--- src/rtl/resel_pkg.sv ---
package resel_pkg;

  localparam int BYTE_W = 8;

  typedef enum logic [1:0] {
    SQ_IDLE = 2'd0,
    SQ_REQ  = 2'd1,
    SQ_ACK  = 2'd2,
    SQ_CHK  = 2'd3
  } sq_state_e;

  typedef enum logic [2:0] {
    FIN_NONE   = 3'd0,
    FIN_ONE    = 3'd1,
    FIN_THREE  = 3'd2,
    FIN_BADTAG = 3'd3,
    FIN_ABORT  = 3'd4
  } fin_code_e;

endpackage

--- src/rtl/msg_fifo.sv ---
module msg_fifo #(
  parameter int W     = 8,
  parameter int DEPTH = 16,
  localparam int AW   = (DEPTH > 1) ? $clog2(DEPTH) : 1,
  localparam int CW   = $clog2(DEPTH + 1)
) (
  input  logic          clk,
  input  logic          rst_n,
  input  logic          clr,
  input  logic          push,
  input  logic [W-1:0]  din,
  input  logic          pop,
  output logic [W-1:0]  dout,
  output logic          empty,
  output logic [CW-1:0] count
);

  localparam logic [AW-1:0] LAST_PTR = AW'(DEPTH - 1);
  localparam logic [CW-1:0] FULL_CNT = CW'(DEPTH);

  logic [W-1:0]  mem [DEPTH];
  logic [AW-1:0] wr_q, wr_n, rd_q, rd_n;
  logic [CW-1:0] cnt_q, cnt_n;
  logic          full, do_push, do_pop;

  assign full    = (cnt_q == FULL_CNT);
  assign empty   = (cnt_q == '0);
  assign do_push = push && !full && !clr;
  assign do_pop  = pop && !empty && !clr;
  assign dout    = mem[rd_q];
  assign count   = cnt_q;

  always_comb begin
    wr_n  = wr_q;
    rd_n  = rd_q;
    cnt_n = cnt_q;
    if (clr) begin
      wr_n  = '0;
      rd_n  = '0;
      cnt_n = '0;
    end else begin
      if (do_push) wr_n = (wr_q == LAST_PTR) ? '0 : wr_q + 1'b1;
      if (do_pop)  rd_n = (rd_q == LAST_PTR) ? '0 : rd_q + 1'b1;
      case ({do_push, do_pop})
        2'b10:   cnt_n = cnt_q + 1'b1;
        2'b01:   cnt_n = cnt_q - 1'b1;
        default: cnt_n = cnt_q;
      endcase
    end
  end

  always_ff @(posedge clk or negedge rst_n) begin
    if (!rst_n) begin
      wr_q  <= '0;
      rd_q  <= '0;
      cnt_q <= '0;
    end else begin
      wr_q  <= wr_n;
      rd_q  <= rd_n;
      cnt_q <= cnt_n;
    end
  end

  always_ff @(posedge clk) begin
    if (do_push) mem[wr_q] <= din;
  end

  // occupancy bounded by the depth
  assert_count_bound_R10: assert property (@(posedge clk) disable iff (!rst_n)
    cnt_q <= FULL_CNT);

  // pop of an empty FIFO leaves it empty
  assert_empty_pop_R10: assert property (@(posedge clk) disable iff (!rst_n)
    (empty && pop && !push) |=> empty);

endmodule

--- src/rtl/tag_check.sv ---
module tag_check #(
  parameter int W               = 8,
  parameter logic [W-1:0] LO    = 8'h20,
  parameter logic [W-1:0] HI    = 8'h22
) (
  input  logic [W-1:0] code,
  output logic         legal
);

  always_comb begin
    legal = (code >= LO) && (code <= HI);
  end

endmodule

--- src/rtl/stat_hold.sv ---
module stat_hold
  import resel_pkg::*;
(
  input  logic      clk,
  input  logic      rst_n,
  input  logic      fin_vld,
  input  fin_code_e fin_code,
  input  logic      rd,
  output logic [2:0] code,
  output logic      irq
);

  fin_code_e code_q, code_n;
  logic      irq_q, irq_n;

  always_comb begin
    code_n = code_q;
    irq_n  = irq_q;
    if (fin_vld) begin
      code_n = fin_code;
      irq_n  = 1'b1;
    end else if (rd) begin
      code_n = FIN_NONE;
      irq_n  = 1'b0;
    end
  end

  always_ff @(posedge clk or negedge rst_n) begin
    if (!rst_n) begin
      code_q <= FIN_NONE;
      irq_q  <= 1'b0;
    end else begin
      code_q <= code_n;
      irq_q  <= irq_n;
    end
  end

  assign code = code_q;
  assign irq  = irq_q;

  // a read with no new ending drops the interrupt
  assert_read_clears_R9: assert property (@(posedge clk) disable iff (!rst_n)
    (rd && !fin_vld) |=> (!irq && code == 3'd0));

endmodule

--- src/rtl/resel_msg_seq.sv ---
module resel_msg_seq
  import resel_pkg::*;
#(
  parameter int FIFO_DEPTH          = 16,
  parameter logic [7:0] TAG_CODE_LO = 8'h20,
  parameter logic [7:0] TAG_CODE_HI = 8'h22,
  localparam int CNT_W              = $clog2(FIFO_DEPTH + 1)
) (
  input  logic             clk,
  input  logic             rst_n,
  input  logic             ext_msg_wr,
  input  logic             ext_msg_wdata,
  input  logic             qtag_wr,
  input  logic             qtag_wdata,
  input  logic             en_cmd,
  input  logic             resel_req,
  input  logic [7:0]       bus_id,
  output logic             msg_req,
  input  logic             msg_vld,
  input  logic [7:0]       msg_byte,
  output logic             msg_ack,
  input  logic             atn,
  output logic             cmd_go,
  output logic             irq,
  input  logic             stat_rd,
  output logic [2:0]       stat_code,
  input  logic             fifo_pop,
  output logic [7:0]       fifo_data,
  output logic             fifo_empty,
  output logic [CNT_W-1:0] fifo_count
);

  localparam logic [1:0] IDX_ID  = 2'd0;
  localparam logic [1:0] IDX_TAG = 2'd1;
  localparam logic [1:0] IDX_VAL = 2'd2;

  sq_state_e   state_q, state_n;
  logic [1:0]  idx_q, idx_n;
  logic        bad_q, bad_n;
  logic        armed_q, armed_n;
  logic        ext_q, qtag_q;
  logic        go_q, go_n;
  logic        wide_mode, tag_ok;
  logic        push, clr, fin;
  logic [7:0]  push_data;
  fin_code_e   fin_code;

  assign wide_mode = ext_q | qtag_q;

  tag_check #(.W(BYTE_W), .LO(TAG_CODE_LO), .HI(TAG_CODE_HI)) u_tag (
    .code  (msg_byte),
    .legal (tag_ok)
  );

  always_comb begin
    state_n   = state_q;
    idx_n     = idx_q;
    bad_n     = bad_q;
    armed_n   = armed_q;
    push      = 1'b0;
    push_data = msg_byte;
    clr       = 1'b0;
    fin       = 1'b0;
    fin_code  = FIN_NONE;
    msg_req   = 1'b0;
    msg_ack   = 1'b0;
    case (state_q)
      SQ_IDLE: begin
        if (en_cmd) begin
          clr     = 1'b1;
          armed_n = 1'b1;
        end else if (resel_req && armed_q) begin
          push      = 1'b1;
          push_data = bus_id;
          armed_n   = 1'b0;
          idx_n     = IDX_ID;
          bad_n     = 1'b0;
          state_n   = SQ_REQ;
        end
      end
      SQ_REQ: begin
        msg_req = 1'b1;
        if (msg_vld) begin
          bad_n   = (idx_q == IDX_TAG) && !tag_ok;
          push    = !((idx_q == IDX_TAG) && !tag_ok);
          state_n = SQ_ACK;
        end
      end
      SQ_ACK: begin
        msg_ack = 1'b1;
        state_n = SQ_CHK;
      end
      default: begin
        state_n = SQ_IDLE;
        case (idx_q)
          IDX_ID: begin
            if (!atn) begin
              fin      = 1'b1;
              fin_code = FIN_ONE;
            end else if (wide_mode) begin
              idx_n   = IDX_TAG;
              state_n = SQ_REQ;
            end else begin
              fin      = 1'b1;
              fin_code = FIN_ABORT;
            end
          end
          IDX_TAG: begin
            if (bad_q) begin
              fin      = 1'b1;
              fin_code = FIN_BADTAG;
            end else begin
              idx_n   = IDX_VAL;
              state_n = SQ_REQ;
            end
          end
          default: begin
            fin      = 1'b1;
            fin_code = FIN_THREE;
          end
        endcase
      end
    endcase
    go_n = fin && ((fin_code == FIN_ONE) || (fin_code == FIN_THREE));
  end

  always_ff @(posedge clk or negedge rst_n) begin
    if (!rst_n) begin
      state_q <= SQ_IDLE;
      idx_q   <= IDX_ID;
      bad_q   <= 1'b0;
      armed_q <= 1'b0;
      go_q    <= 1'b0;
    end else begin
      state_q <= state_n;
      idx_q   <= idx_n;
      bad_q   <= bad_n;
      armed_q <= armed_n;
      go_q    <= go_n;
    end
  end

  always_ff @(posedge clk or negedge rst_n) begin
    if (!rst_n) begin
      ext_q  <= 1'b0;
      qtag_q <= 1'b0;
    end else begin
      if (ext_msg_wr) ext_q  <= ext_msg_wdata;
      if (qtag_wr)    qtag_q <= qtag_wdata;
    end
  end

  assign cmd_go = go_q;

  msg_fifo #(.W(BYTE_W), .DEPTH(FIFO_DEPTH)) u_fifo (
    .clk   (clk),
    .rst_n (rst_n),
    .clr   (clr),
    .push  (push),
    .din   (push_data),
    .pop   (fifo_pop),
    .dout  (fifo_data),
    .empty (fifo_empty),
    .count (fifo_count)
  );

  stat_hold u_stat (
    .clk      (clk),
    .rst_n    (rst_n),
    .fin_vld  (fin),
    .fin_code (fin_code),
    .rd       (stat_rd),
    .code     (stat_code),
    .irq      (irq)
  );

  // acknowledge only right after a captured byte, and for one cycle
  assert_ack_after_capture_R3: assert property (@(posedge clk) disable iff (!rst_n)
    msg_ack |-> $past(msg_req && msg_vld));
  assert_ack_single_R3: assert property (@(posedge clk) disable iff (!rst_n)
    msg_ack |=> !msg_ack);

  // unarmed reselection leaves the sequencer idle and the FIFO alone
  assert_unarmed_ignored_R2: assert property (@(posedge clk) disable iff (!rst_n)
    (state_q == SQ_IDLE && resel_req && !armed_q && !en_cmd && !fifo_pop)
      |=> (state_q == SQ_IDLE && fifo_count == $past(fifo_count)));

  // an abort only happens with three-byte mode off
  assert_abort_narrow_R8: assert property (@(posedge clk) disable iff (!rst_n)
    ($rose(irq) && stat_code == 3'd4) |-> $past(!wide_mode));

  // proceeding to command phase comes with a pending interrupt
  assert_go_with_irq_R4: assert property (@(posedge clk) disable iff (!rst_n)
    cmd_go |-> (irq && (stat_code == 3'd1 || stat_code == 3'd2)));

endmodule

--- config.mk ---
export PLATFORM = sky130hd
export DESIGN_NAME = resel_msg_seq
export DESIGN_NICKNAME = d
export VERILOG_FILES = /design/src/rtl/resel_pkg.sv /design/src/rtl/msg_fifo.sv /design/src/rtl/tag_check.sv /design/src/rtl/stat_hold.sv /design/src/rtl/resel_msg_seq.sv
export SDC_FILE = /design/constraint.sdc
export NUM_CORES = 1
export LEC_CHECK = 0
export CORE_UTILIZATION = 25
export CTS_CLUSTER_SIZE = 25
export DETAILED_ROUTE_END_ITERATION = 8
export DONT_BUFFER_PORTS = 1
export GPL_TIMING_DRIVEN = 0
export SYNTH_ARGS = -nofsm -noshare
export SYNTH_HDL_FRONTEND = slang
export SYNTH_HIERARCHICAL = 1
export SYNTH_SLANG_ARGS = --single-unit
--- constraint.sdc ---
create_clock -name clk -period 4.15 [get_ports clk]
set_clock_uncertainty 0.15 [all_clocks]
set_input_delay 0.83 -clock clk [delete_from_list [all_inputs] [get_ports clk]]
set_output_delay 0.83 -clock clk [all_outputs]
set_load 0.02 [all_outputs]
# Yosys cells after proc, flatten, opt, wreduce, memory -nomap -nowiden
# Memories as Yosys holds them, arrays and structs flattened.
# Index checks and enable logic that the tools add are counted.
[totals] mem_bits_rw=128 latch_bits=0 rom_bits=0 regBits=26 n_memories=1 output_inout_bits=21
[memory_table] memory="u_fifo.mem" words=16 width=8 rd=1 rd_ports_with_merged_regs=0 wr=1 line="msg_fifo.sv:21" text="logic [W-1:0] mem [DEPTH];"
[classes] n_shift=0 bitwise_logic=2 n_div=0 n_lt_le_gt_ge=2 mul=0 muxes=55 n_eq_ne=16 add_sub_neg=4 reduce_logical=30
[ops] op="two-way mux 4 bit" count=6
[ops] op="two-way mux 8 bit" count=3
[ops] op="two-way mux 1 bit" count=22
[ops] op="two-way mux 2 bit" count=9
[ops] op="two-way mux 3 bit" count=5
[ops] op="one-hot mux 5 bit (2 select lines)" count=1
[ops] op="nonzero test 2 bit" count=5
[ops] op="adder 4 x 1 -> 4 bit, second input constant" count=2
[ops] op="== test 4 bit, second input constant" count=2
[ops] op=">= comparator 8 x 6 -> 1 bit, second input constant" count=1
[ops] op="<= comparator 8 x 6 -> 1 bit, second input constant" count=1
[ops] op="logical AND 1 bit" count=8
[ops] op="one-hot mux 1 bit (2 select lines)" count=4
[ops] op="one-hot mux 2 bit (2 select lines)" count=2
[ops] op="AND reduction 7 bit" count=1
[ops] op="== test 2 x 1 -> 1 bit, second input constant" count=3
[ops] op="inequality test 2 bit, second input constant" count=3
[ops] op="inequality test 3 bit, second input constant" count=2
[ops] op="one-hot mux 2 bit (3 select lines)" count=1
[ops] op="one-hot mux 3 bit (2 select lines)" count=1
[ops] op="nonzero test 3 bit" count=2
[ops] op="adder 5 x 1 -> 5 bit, second input constant" count=1
[ops] op="== test 5 bit, second input constant" count=1
[ops] op="logical NOT 1 bit" count=5
[ops] op="other kinds (16)" count=18

# Depth between registers and ports, before layout
# Gate-level depths: netlist of run 1.
[logic_depth] word_depth=12 depth_mapped=14 ltp_nobuf=13

# Cells and area by module
# Netlist of run 1, hierarchy kept.
[modules_own_cells] mod="msg_fifo" cells_per_inst=359 area_per_inst_um2=5930.7 n_inst=1 seq_area_each_um2=4169.0
[modules_own_cells] mod="resel_msg_seq" cells_per_inst=70 area_per_inst_um2=680.7 n_inst=1 seq_area_each_um2=225.2
[modules_own_cells] mod="stat_hold" cells_per_inst=10 area_per_inst_um2=145.1 n_inst=1 seq_area_each_um2=100.1
[modules_own_cells] mod="tag_check" cells_per_inst=3 area_per_inst_um2=20.0 n_inst=1 seq_area_each_um2=0.0

# Least setup slack after synthesis of run 1
# Ideal clock, no wire load.
[synth_timing] path_kind="input -> register" start="input port msg_byte[3]" end="register u_fifo.cnt_q[4] (netlist: u_fifo/count[4])" setup_slack_ns=0.211 setup_time_ns=0.082 arrival_ns=3.707 n_path_buf=0 cell_stages=13 required_ns=3.918 path_cell_list="nor4_1 and4b_1 nor3b_1 o21ai_0 inv_1 nor2_1 or3_1 inv_1 ha_1 nand2b_1 a21oi_1 or4_1 a31oi_1"
[synth_between] elab_chain_len=12 word_cells_on_any_way=15 classes_between="order compare (2); eq/ne (2); mux (4); reduce/logical (7)"
[synth_rtl] element="start: declaration" line="resel_msg_seq.sv:20" text="input logic [7:0] msg_byte,"
[synth_rtl] element=">= comparator 8 x 6 -> 1 bit or <= comparator 8 x 6 -> 1 bit (tied branches)" line="tag_check.sv:11" text="legal = (code >= LO) && (code <= HI);"
[synth_rtl] element="logical AND 1 bit *" line="tag_check.sv:11"
[synth_rtl] element="via tag_ok" line="resel_msg_seq.sv:43" text="logic wide_mode, tag_ok;"
[synth_rtl] element="logical NOT 1 bit *" line="resel_msg_seq.sv:85" text="push = !((idx_q == IDX_TAG) && !tag_ok);"
[synth_rtl] element="logical AND 1 bit *" line="resel_msg_seq.sv:85"
[synth_rtl] element="logical NOT 1 bit *" line="resel_msg_seq.sv:85"
[synth_rtl] element="two-way mux 1 bit *" line="resel_msg_seq.sv:83" text="if (msg_vld) begin"
[synth_rtl] element="one-hot mux 1 bit (2 select lines) *" line="resel_msg_seq.sv:67" text="case (state_q)"
[synth_rtl] element="via push" line="resel_msg_seq.sv:44" text="logic push, clr, fin;"
[synth_rtl] element="logical AND 1 bit * (2 in series)" line="msg_fifo.sv:28" text="assign do_push = push && !full && !clr;"
[synth_rtl] element="== test 2 x 1 -> 1 bit or == test 2 bit (tied branches)" line="msg_fifo.sv:44" text="case ({do_push, do_pop})"
[synth_rtl] element="one-hot mux 5 bit (2 select lines)" line="msg_fifo.sv:44"
[synth_rtl] element="two-way mux 5 bit" line="msg_fifo.sv:37" text="if (clr) begin"
[synth_rtl] element="end signal: assignment" line="msg_fifo.sv:60" text="cnt_q <= cnt_n;"
[synth_rtl] element="end: declaration" line="msg_fifo.sv:23" text="logic [CW-1:0] cnt_q, cnt_n;"
# The timed path passes the listed nets; every way through them passes the cells marked *.
# A chain may end at the register's enable or synchronous reset.

# Worst setup path in the final report of run 1
# Same ends and word-level chain as after synthesis.

==> impl_metrics.yaml, run 1 <==
status:
  status: "completed"
final_layout:
  final_core_util_pct: 29.8
  diodes: 0
  drive_gt1_share_pct: 17.5
  fin_area_um2: 7850
  area_delta_synth_final_pct: 15.8
  nets: 503
detailed_routing:
  via_count: 3923
  drt-initial-drc-count: 257
  avgRoutedWirePerCell_um: 19.1
  wirelength_um: 15400
  first_pass_iters: 5
  drcViolationCount: 0
  antenna_left: 0
  routed_via_density: 4.84
logic_synthesis:
  yosysTopAreaCellShare_pct: 56.7
  ys_top_cells_by_count: "128 x edfxtp_1, 35 x mux2i_1, 30 x nor2_1, 26 x dfrtp_1, 26 x nand2_1"
  synthArstFlopShare_pct: 16.9
  yosysMostFrequentCell: "edfxtp_1"
  synthFlopType: "edfxtp_1"
  synth-edff-count: 128
  yosysTopAreaCell: "edfxtp_1"
  synth_fp_nets: 483
  synth_cell_type_count: 58
  syn_avg_cell_area_um2: 15.3
  synth_area_um2: 6780
  synthTopCellsByArea: "edfxtp_1 57%, dfrtp_1 9.6%, mux4_2 5.3%"
  syn_inst: 442
  ys_ff_latch: 154
  yosysWarnings: 6
  seq_area_frac_synth_pct: 66.3
place:
  gp_congestion: 0.783
  io_buffer_count: 0
  dpl_cell_area_um2: 7200
  place_hpwl_um: 10600
  place_ws_ns: -0.861
floorplanning:
  fp-row-count: 59
  die_x_um: 167
  die_y_um: 167
  ios: 49
  start_util_pct: 25.7
  die-area_um2: 27800
  core_um2: 26400
sta:
  fin_crit_sh_pct: 93.0
  period_needed_ns: 3.86
  rsz0062_at_grt: "no"
  tightest_slew_ns: 0.844
  max_freq_mhz: 259
  layout_setup_ws_ns: 0.292
  slew_headroom_pct: 43.4
  hold_viol: 0
  setup_violations: 0
  slew_violations: 0
  setup_tns_ns: 0
global_routing:
  grt_pass1_vias: 4010
  grt_pass1_wl_um: 23600
  grt_max_degree: 27
  antenna_found_initial: 0
  grt-ovfl-total: 0
  grtUsageTotal_pct: 11.5
clock_tree:
  clock_latency_ns: 0.42
  cts_buffers: 17
  clk_pin_slew_ns: 0.06
  postCtsSetupRepairBufs: 0
  cts.sinks: 154
  cts_max_path_buffers: 2
  cts-htree-levels: 4
  cts_tree: "yes"
  cts-root-buf: "clkbuf_16"
worst_setup_path:
  worstPathMaxFanout: 5
  crit_type: "input pin to register"
  worstPathArrival_ns: 4.04
  start_kind: "input pin"
  r2r_cells: 14
  worstPathRequired_ns: 4.34
  cp-end-kind: "register"
pwr:
  p_leak_nw: 2.70
  p_per_area_nw_per_um2: 683
  ir_drop_mv: 0.315
min_path:
  hold_path.class: "input pin to async pin"
flow_run:
  max_cap_viol_count: 0
==> cell type report <==
cell class	count	area (µm²)
tap	335	419
clock buffer	17	425
inverter	16	60.1
multi-input combinational	250	2130
sequential	154	4490
buffer	22	108
fill	2531	18500
timing repair buffer	1	20.0
clock inverter	15	186
==> power by group <==
group / internal [mW] / switching, mW
Clock: 0.957 / 0.640
Combinational: 0.658 / 1.14
Sequential: 1.83 / 0.144
Total: 3.44 / 1.92
==> final timing paths <==
kind,start,endpoint,slack (ns)
min in group clk,armed_q,armed_q,0.38
min,rst_n,u_fifo/count[2],0.07
max,msg_byte[3],u_fifo/count[4],0.29
max in group asynchronous,rst_n,bad_q,3.62
min reg2reg,armed_q,armed_q,0.38
max reg2reg,state_q[0],u_fifo/count[4],0.40
==> timing repair <==
action                                 in CTS  in global routing
endpoints found under the hold margin      26                  0
setup endpoints to repair                  32                130
gates resized for setup                     4                  1
hold buffers                                1                  0
==> cells by family after synthesis <==
group,count (synthesis),share of synthesized area (%)
and+or+nand+nor,94,6.96
adders and majority gates,13,2.51
muxes,65,12.8
AOI/OAI and AO/OA,75,8.53
DFF,154,66.3
xor gates and xnor gates,3,0.388
buffers and inverters,38,2.47
==> layer usage <==
metal | vias up | share of wire [%] | track usage, %
met5 | - | 0 | 0
met1 | 2014 | 43 | 14.5
met2 | 134 | 49 | 19.1
met4 | 0 | 1.4 | 4.07
li1 | 1760 | - | -
met3 | 15 | 6.6 | 3.14
==> sequential cells by signal (all words and copies together) (netlist names) <==
signal	cells
u_fifo/mem	128
u_fifo/count	5
u_fifo/rd_q	4
u_fifo/wr_q	4
u_stat/code	3
idx_q	2
state_q	2
armed_q	1
bad_q	1
cmd_go	1
ext_q	1
qtag_q	1
u_stat/irq	1
==> worst max-delay path, stage by stage <==
cell	delay, ns
nor4_1	0.28
and4b_1	0.29
nor3b_1	0.08
o21ai_1	0.52
inv_1	0.21
nor2_1	0.32
or3_1	0.21
inv_1	0.10
ha_1	0.33
nand2b_1	0.12
a21oi_1	0.10
or4_1	0.48
a31oi_1	0.18
==> layout by cell type (no fill, tap or decap), types with 5 or more instances in the layout <==
| cell type | instances |
|---|---|
| ha_1 | 12 |
| mux4_2 | 16 |
| a221oi_1 | 16 |
| mux2_2 | 11 |
| a22oi_1 | 8 |
| nor2_1 | 30 |
| inv_1 | 15 |
| clkbuf_16 | 17 |
| dfrtp_1 | 26 |
| mux2i_1 | 35 |
| nand2_1 | 26 |
| a21oi_1 | 10 |
| o21ai_0 | 13 |
| nand2b_1 | 5 |
| edfxtp_1 | 128 |
| clkbuf_1 | 11 |
| buf_2 | 8 |
==> per-stage QoR <==
stage / instances / hold WS (ns) / total power [mW]
2_1_floorplan: 442 / 0.315 / 3.32
3_3_place_gp: 777 / 0.327 / 3.75
3_5_place_dp: 777 / 0.359 / 3.81
4_1_cts: 810 / 0.0581 / 5.41
5_1_grt: 810 / 0.0620 / 5.63
6_report: 810 / 0.0678 / 5.36
(Power assumes the default switching activity.)
==> run 2: changes to the inputs <==
--- a/config.mk
+++ b/config.mk
@@ -12,5 +12,4 @@
 export GPL_TIMING_DRIVEN = 0
 export SYNTH_ARGS = -nofsm -noshare
 export SYNTH_HDL_FRONTEND = slang
-export SYNTH_HIERARCHICAL = 1
 export SYNTH_SLANG_ARGS = --single-unit
==> impl_metrics.yaml, run 2 <==
logic_synthesis:
  synthFlopType: "edfxtp_1"
  synth_fp_nets: 414
  syn_inst: 373
  synth-xor-area-share_pct: 0.509
  synth_cell_type_count: 48
  yosysWarnings: 0
  yosysTopAreaCell: "edfxtp_1"
  ys_ff_latch: 154
  ys_top_cells_by_count: "128 x edfxtp_1, 40 x mux4_2, 26 x dfrtp_1, 22 x nand2_1, 15 x nor2_1"
  synthMuxAreaShare_pct: 16.5
  synth-compound-area-share_pct: 4.41
  yosysMostFrequentCell: "edfxtp_1"
  yosys.area_share.simple_pct: 6.19
  yosysTopAreaCellShare_pct: 58.0
  seq_area_frac_synth_pct: 67.8
  synth_top_family_by_area: "multiplexers"
  synth_area_um2: 6630
  synthArstFlopShare_pct: 16.9
  synthTopCellsByArea: "edfxtp_1 58%, mux4_2 14%, dfrtp_1 9.8%"
  synth-edff-count: 128
  syn_avg_cell_area_um2: 17.8
  synthAdderAreaFrac_pct: 2.57
worst_setup_path:
  critPathMaxStageDelay_ns: 0.61
  worstPathMaxFanout: 10
  rr_endpoint: "u_fifo.count[4]"
  critPathTopFamily: "buffers and inverters"
  worstPathArrival_ns: 2.84
  cp_slowest_cell: "clkbuf_1"
  startpoint: "u_fifo.rd_q[1]"
  cp-end-kind: "output port"
  start_kind: "register"
  worst-path-buf-inv: 2
  cp_cell_sequence: "clkbuf_1, clkbuf_1, mux4_2, mux4_2"
  path_depth: 4
  rrSetupSlack_ns: 0.95
  crit_type: "register to output port"
  worstPathRequired_ns: 3.17
  r2r_start: "state_q[1]"
  r2r_cells: 15
place:
  place_ws_ns: 0.736
  place_hpwl_um: 9560
  gp_congestion: 0.838
  io_buffer_count: 0
  dpl_cell_area_um2: 7050
clock_tree:
  clk_pin_slew_ns: 0.06
  clock_latency_ns: 0.42
  cts_tree: "yes"
  cts-htree-levels: 4
  cts_max_path_buffers: 2
  cts.sinks: 154
  cts-root-buf: "clkbuf_16"
  cts_buffers: 17
sta:
  holdWs_ns: 0.0738
  slew_violations: 0
  setup_tns_ns: 0
  rsz0062_at_grt: "no"
  max_freq_mhz: 262
  tightest_slew_ns: 0.998
  setup_violations: 0
  layout_setup_ws_ns: 0.332
  hold_viol: 0
  slew_headroom_pct: 33.5
  period_needed_ns: 3.82
  fin_crit_sh_pct: 92.0
detailed_routing:
  via_count: 3423
  drcViolationCount: 0
  antenna_left: 0
  routed_via_density: 4.62
  drt-initial-drc-count: 311
  first_pass_iters: 5
  avgRoutedWirePerCell_um: 18.7
  wirelength_um: 13800
final_layout:
  nets: 434
  regArea_um2: 4490
  n_fill_cell: 2529
  drive_gt1_share_pct: 23.6
  diodes: 0
  largest_reg_flops: 128
  multi_input_area_um2: 2000
  top_register: "u_fifo.mem"
  final_common_cell: "edfxtp_1"
  fin_area_um2: 7700
  layout_common_cells: "128 x edfxtp_1, 40 x mux4_2, 26 x dfrtp_1"
  area_delta_synth_final_pct: 16.0
floorplanning:
  fp-row-count: 59
  start_util_pct: 25.5
  ios: 49
  core_um2: 26100
  die_x_um: 165
  die_y_um: 165
  die-area_um2: 27200
global_routing:
  antenna_found_initial: 0
  grt_max_degree: 27
  grt_pass1_vias: 3492
  grtUsageTotal_pct: 10.8
  grt_pass1_wl_um: 20600
  grt-ovfl-total: 0
pwr:
  ir_drop_mv: 0.313
  p_per_area_nw_per_um2: 667
  p_leak_nw: 2.62
status:
  status: "completed"
min_path:
  hold_path.class: "input pin to async pin"
flow_run:
  max_cap_viol_count: 0
## run 2: cell count changes after synthesis, sizes merged, moves of 4 or more
cell / previous run / this run
mux2i: 35 / 8
a221oi: 17 / 0
buf: 11 / 7
and2: 2 / 9
mux4: 16 / 40
a22oi: 8 / 0
nor2: 31 / 15
mux2: 14 / 10
and4: 0 / 4
and3: 0 / 4
nor3: 7 / 1
nand2: 27 / 22
## run 2: cell type report
cell class | instances | area share (%)
Buffer | 15 | 1.11
Clock buffer | 17 | 5.53
Clock inverter | 15 | 2.58
Inverter | 14 | 0.683
Multi-Input combinational cell | 190 | 26.0
Sequential cell | 154 | 58.4
Tap cell | 335 | 5.45
Timing Repair Buffer | 1 | 0.260
## run 2: worst max path at each step
| stage | end | slack (ns) |
|---|---|---|
| after floorplan | u_fifo.count[4] | 1.11 |
| after global placement | fifo_data[1] | 0.77 |
| after detailed placement | fifo_data[1] | 0.74 |
| after CTS | fifo_data[1] | 0.27 |
| after global routing | fifo_data[1] | 0.21 |
| final | fifo_data[1] | 0.33 |
## run 2: report_power, final
| group | switching (mW) | leakage, nW | internal (mW) | total [mW] |
|---|---|---|---|---|
| Clock | 0.656 | 0.310 | 0.971 | 1.63 |
| Sequential | 0.141 | 1.48 | 1.83 | 1.97 |
| Combinational | 0.878 | 0.828 | 0.659 | 1.54 |
## run 2: timing repair
action,CTS,global route
hold buffers,1,0
hold endpoints to repair,26,0
gates resized for setup,0,0
setup buffers,0,0
## run 2: cell families after synthesis
family | after synthesis
XOR/XNOR | 3
AND/OR/NAND/NOR | 73
multiplexers | 58
adder cells (fa/ha/maj) | 13
AO/OA/AOI/OAI | 43
buffers and inverters | 29
flip-flops | 154
## run 2: per-layer routing
layer | GRT usage (%) | vias up | wire (µm)
li1 | - | 1521 | -
met1 | 13.6 | 1786 | 6220
met2 | 17.2 | 103 | 6790
met3 | 2.54 | 13 | 577
met4 | 5.25 | 0 | 238
met5 | 0 | - | 0
## run 2: worst register-to-register path, cell delays in order (launching register included)
cell       delay, ns
dfrtp_1         0.41
inv_1           0.10
ha_1            0.14
buf_2           0.20
nand4b_4        0.24
a2bb2oi_2       0.25
o21ai_4         0.11
buf_8           0.15
nand3_1         0.11
inv_1           0.10
ha_1            0.30
nor2b_1         0.16
o21a_1          0.18
o21a_1          0.17
mux2i_1         0.16
mux2i_1         0.20
## run 2: stage by stage
step / total power, mW / instances / util (%)
3_5_place_dp: 3.56 / 708 / 27.1
5_1_grt: 5.38 / 741 / 29.5
3_3_place_gp: 3.50 / 708 / 27.1
6_report: 5.14 / 741 / 29.5
2_1_floorplan: 3.17 / 373 / -
4_1_cts: 5.20 / 741 / 29.5
==> run 3: changes to the inputs <==
--- a/config.mk
+++ b/config.mk
@@ -6,10 +6,12 @@
 export NUM_CORES = 1
 export LEC_CHECK = 0
 export CORE_UTILIZATION = 25
+export CTS_BUF_LIST = sky130_fd_sc_hd__clkbuf_8 sky130_fd_sc_hd__clkbuf_16
 export CTS_CLUSTER_SIZE = 25
 export DETAILED_ROUTE_END_ITERATION = 8
 export DONT_BUFFER_PORTS = 1
 export GPL_TIMING_DRIVEN = 0
+export REMOVE_ABC_BUFFERS = 1
 export SYNTH_ARGS = -nofsm -noshare
 export SYNTH_HDL_FRONTEND = slang
 export SYNTH_SLANG_ARGS = --single-unit
==> impl_metrics.yaml, run 3 (synthesized netlist as in run 2, its figures left out) <==
worst_setup_path:
  crit_type: "register to output port"
  worstPathArrival_ns: 2.52
  worstPathRequired_ns: 3.17
  worstPathMaxFanout: 25
  start_kind: "register"
  r2r_cells: 13
  cp-end-kind: "output port"
final_layout:
  nets: 420
  area_delta_synth_final_pct: 14.2
  largest_reg_flops: 128
  layout_common_cells: "128 x edfxtp_1, 40 x mux4_2, 24 x dfrtp_1"
  final_core_util_pct: 29.1
  top_register: "u_fifo.mem"
  drive_gt1_share_pct: 23.2
  final_common_cell: "edfxtp_1"
  final-instance-count-excl-fill: 727
  diodes: 0
global_routing:
  grt_max_degree: 37
  grt-ovfl-total: 0
  grtUsageTotal_pct: 10.6
  grt_pass1_wl_um: 20700
  grt_pass1_vias: 3481
  antenna_found_initial: 0
floorplanning:
  core_um2: 26100
  die_y_um: 165
  start_util_pct: 25.5
  die-area_um2: 27200
  fp-row-count: 59
  ios: 49
  die_x_um: 165
sta:
  hold_viol: 0
  fin_crit_sh_pct: 84.4
  rsz0062_at_grt: "no"
  slew_headroom_pct: 39.7
  setup_violations: 0
  holdWs_ns: 0.0737
  slew_violations: 0
  period_needed_ns: 3.50
  tightest_slew_ns: 0.904
  max_freq_mhz: 286
detailed_routing:
  routed_via_density: 4.59
  drcViolationCount: 0
  drt-initial-drc-count: 195
  wirelength_um: 13300
  first_pass_iters: 4
  antenna_left: 0
  avgRoutedWirePerCell_um: 18.3
  via_count: 3340
clock_tree:
  postCtsHoldBufs: 1
  cts_tree: "yes"
  cts_max_path_buffers: 2
  cts.sinks: 154
  clk_pin_slew_ns: 0.06
  cts_buffers: 17
  cts-root-buf: "clkbuf_16"
  postCtsSetupRepairBufs: 0
  cts-htree-levels: 4
  cts_resized: 0
  clock_latency_ns: 0.42
place:
  io_buffer_count: 0
  place_hpwl_um: 9060
  gp_congestion: 0.779
  dpl.cell_count: 694
pwr:
  p_leak_nw: 2.54
  ir_drop_mv: 0.405
  p_per_area_nw_per_um2: 650
min_path:
  hold_path.class: "input pin to async pin"
status:
  status: "completed"
flow_run:
  max_cap_viol_count: 0
[run 3: cell types whose count changed in the layout (fill, tap and decap cells not counted), sizes merged]
cell,before,now
inv,24,20
clkinv,2,5
clkinvlp,0,3
clkbuf,25,17
bufinv,3,1
buf,8,2
[run 3: path summary, 6_finish.rpt]
| check | start | end | slack [ns] |
|---|---|---|---|
| min in group clk | qtag_q | qtag_q | 0.36 |
| setup reg to reg | state_q[0] | u_fifo.count[4] | 0.94 |
| setup / recovery | u_fifo.rd_q[0] | fifo_data[5] | 0.65 |
| hold / removal | rst_n | u_fifo.count[1] | 0.07 |
| hold reg to reg | qtag_q | qtag_q | 0.36 |
| max in group asynchronous | rst_n | u_fifo.rd_q[0] | 3.61 |
[run 3: area by class of cell]
type                    count  area, µm²
clock buffers              17        425
clock inverters            15        140
fillers                  2533      18500
inverters                  14       52.6
multi-input cells         190       2000
flip-flops and latches    154       4500
well taps                 335        419
repair buffers              2       40.0
[run 3: per-layer routing]
metal | global-route usage, % | wire length [µm] | vias up
li1 | - | - | 1494
met1 | 12.7 | 5620 | 1756
met2 | 18.1 | 6920 | 76
met3 | 3.24 | 565 | 14
met4 | 3.71 | 178 | 0
met5 | 0 | 0 | -
[run 3: through the flow]
step	TNS [ns]	instance area [µm²]	setup WS [ns]	power, mW
after floorplan	0	6550	0.529	3.12
after global placement	-0.888	6970	-0.125	3.45
after detailed placement	0	6990	0.881	3.51
after CTS	0	7570	0.587	4.99
after global routing	0	7570	0.535	5.19
final	0	7570	0.648	4.93
[run 3: worst max-delay path, cell delays in order (launching register included)]
cell,delay (ns)
dfrtp_2,0.62
buf_12,0.29
mux4_2,0.58
mux4_2,0.60
[run 3: power breakdown]
group	internal [mW]	total, mW	switching, mW
Sequential	1.83	2.10	0.265
Combinational	0.634	1.36	0.724
Clock	0.836	1.47	0.637
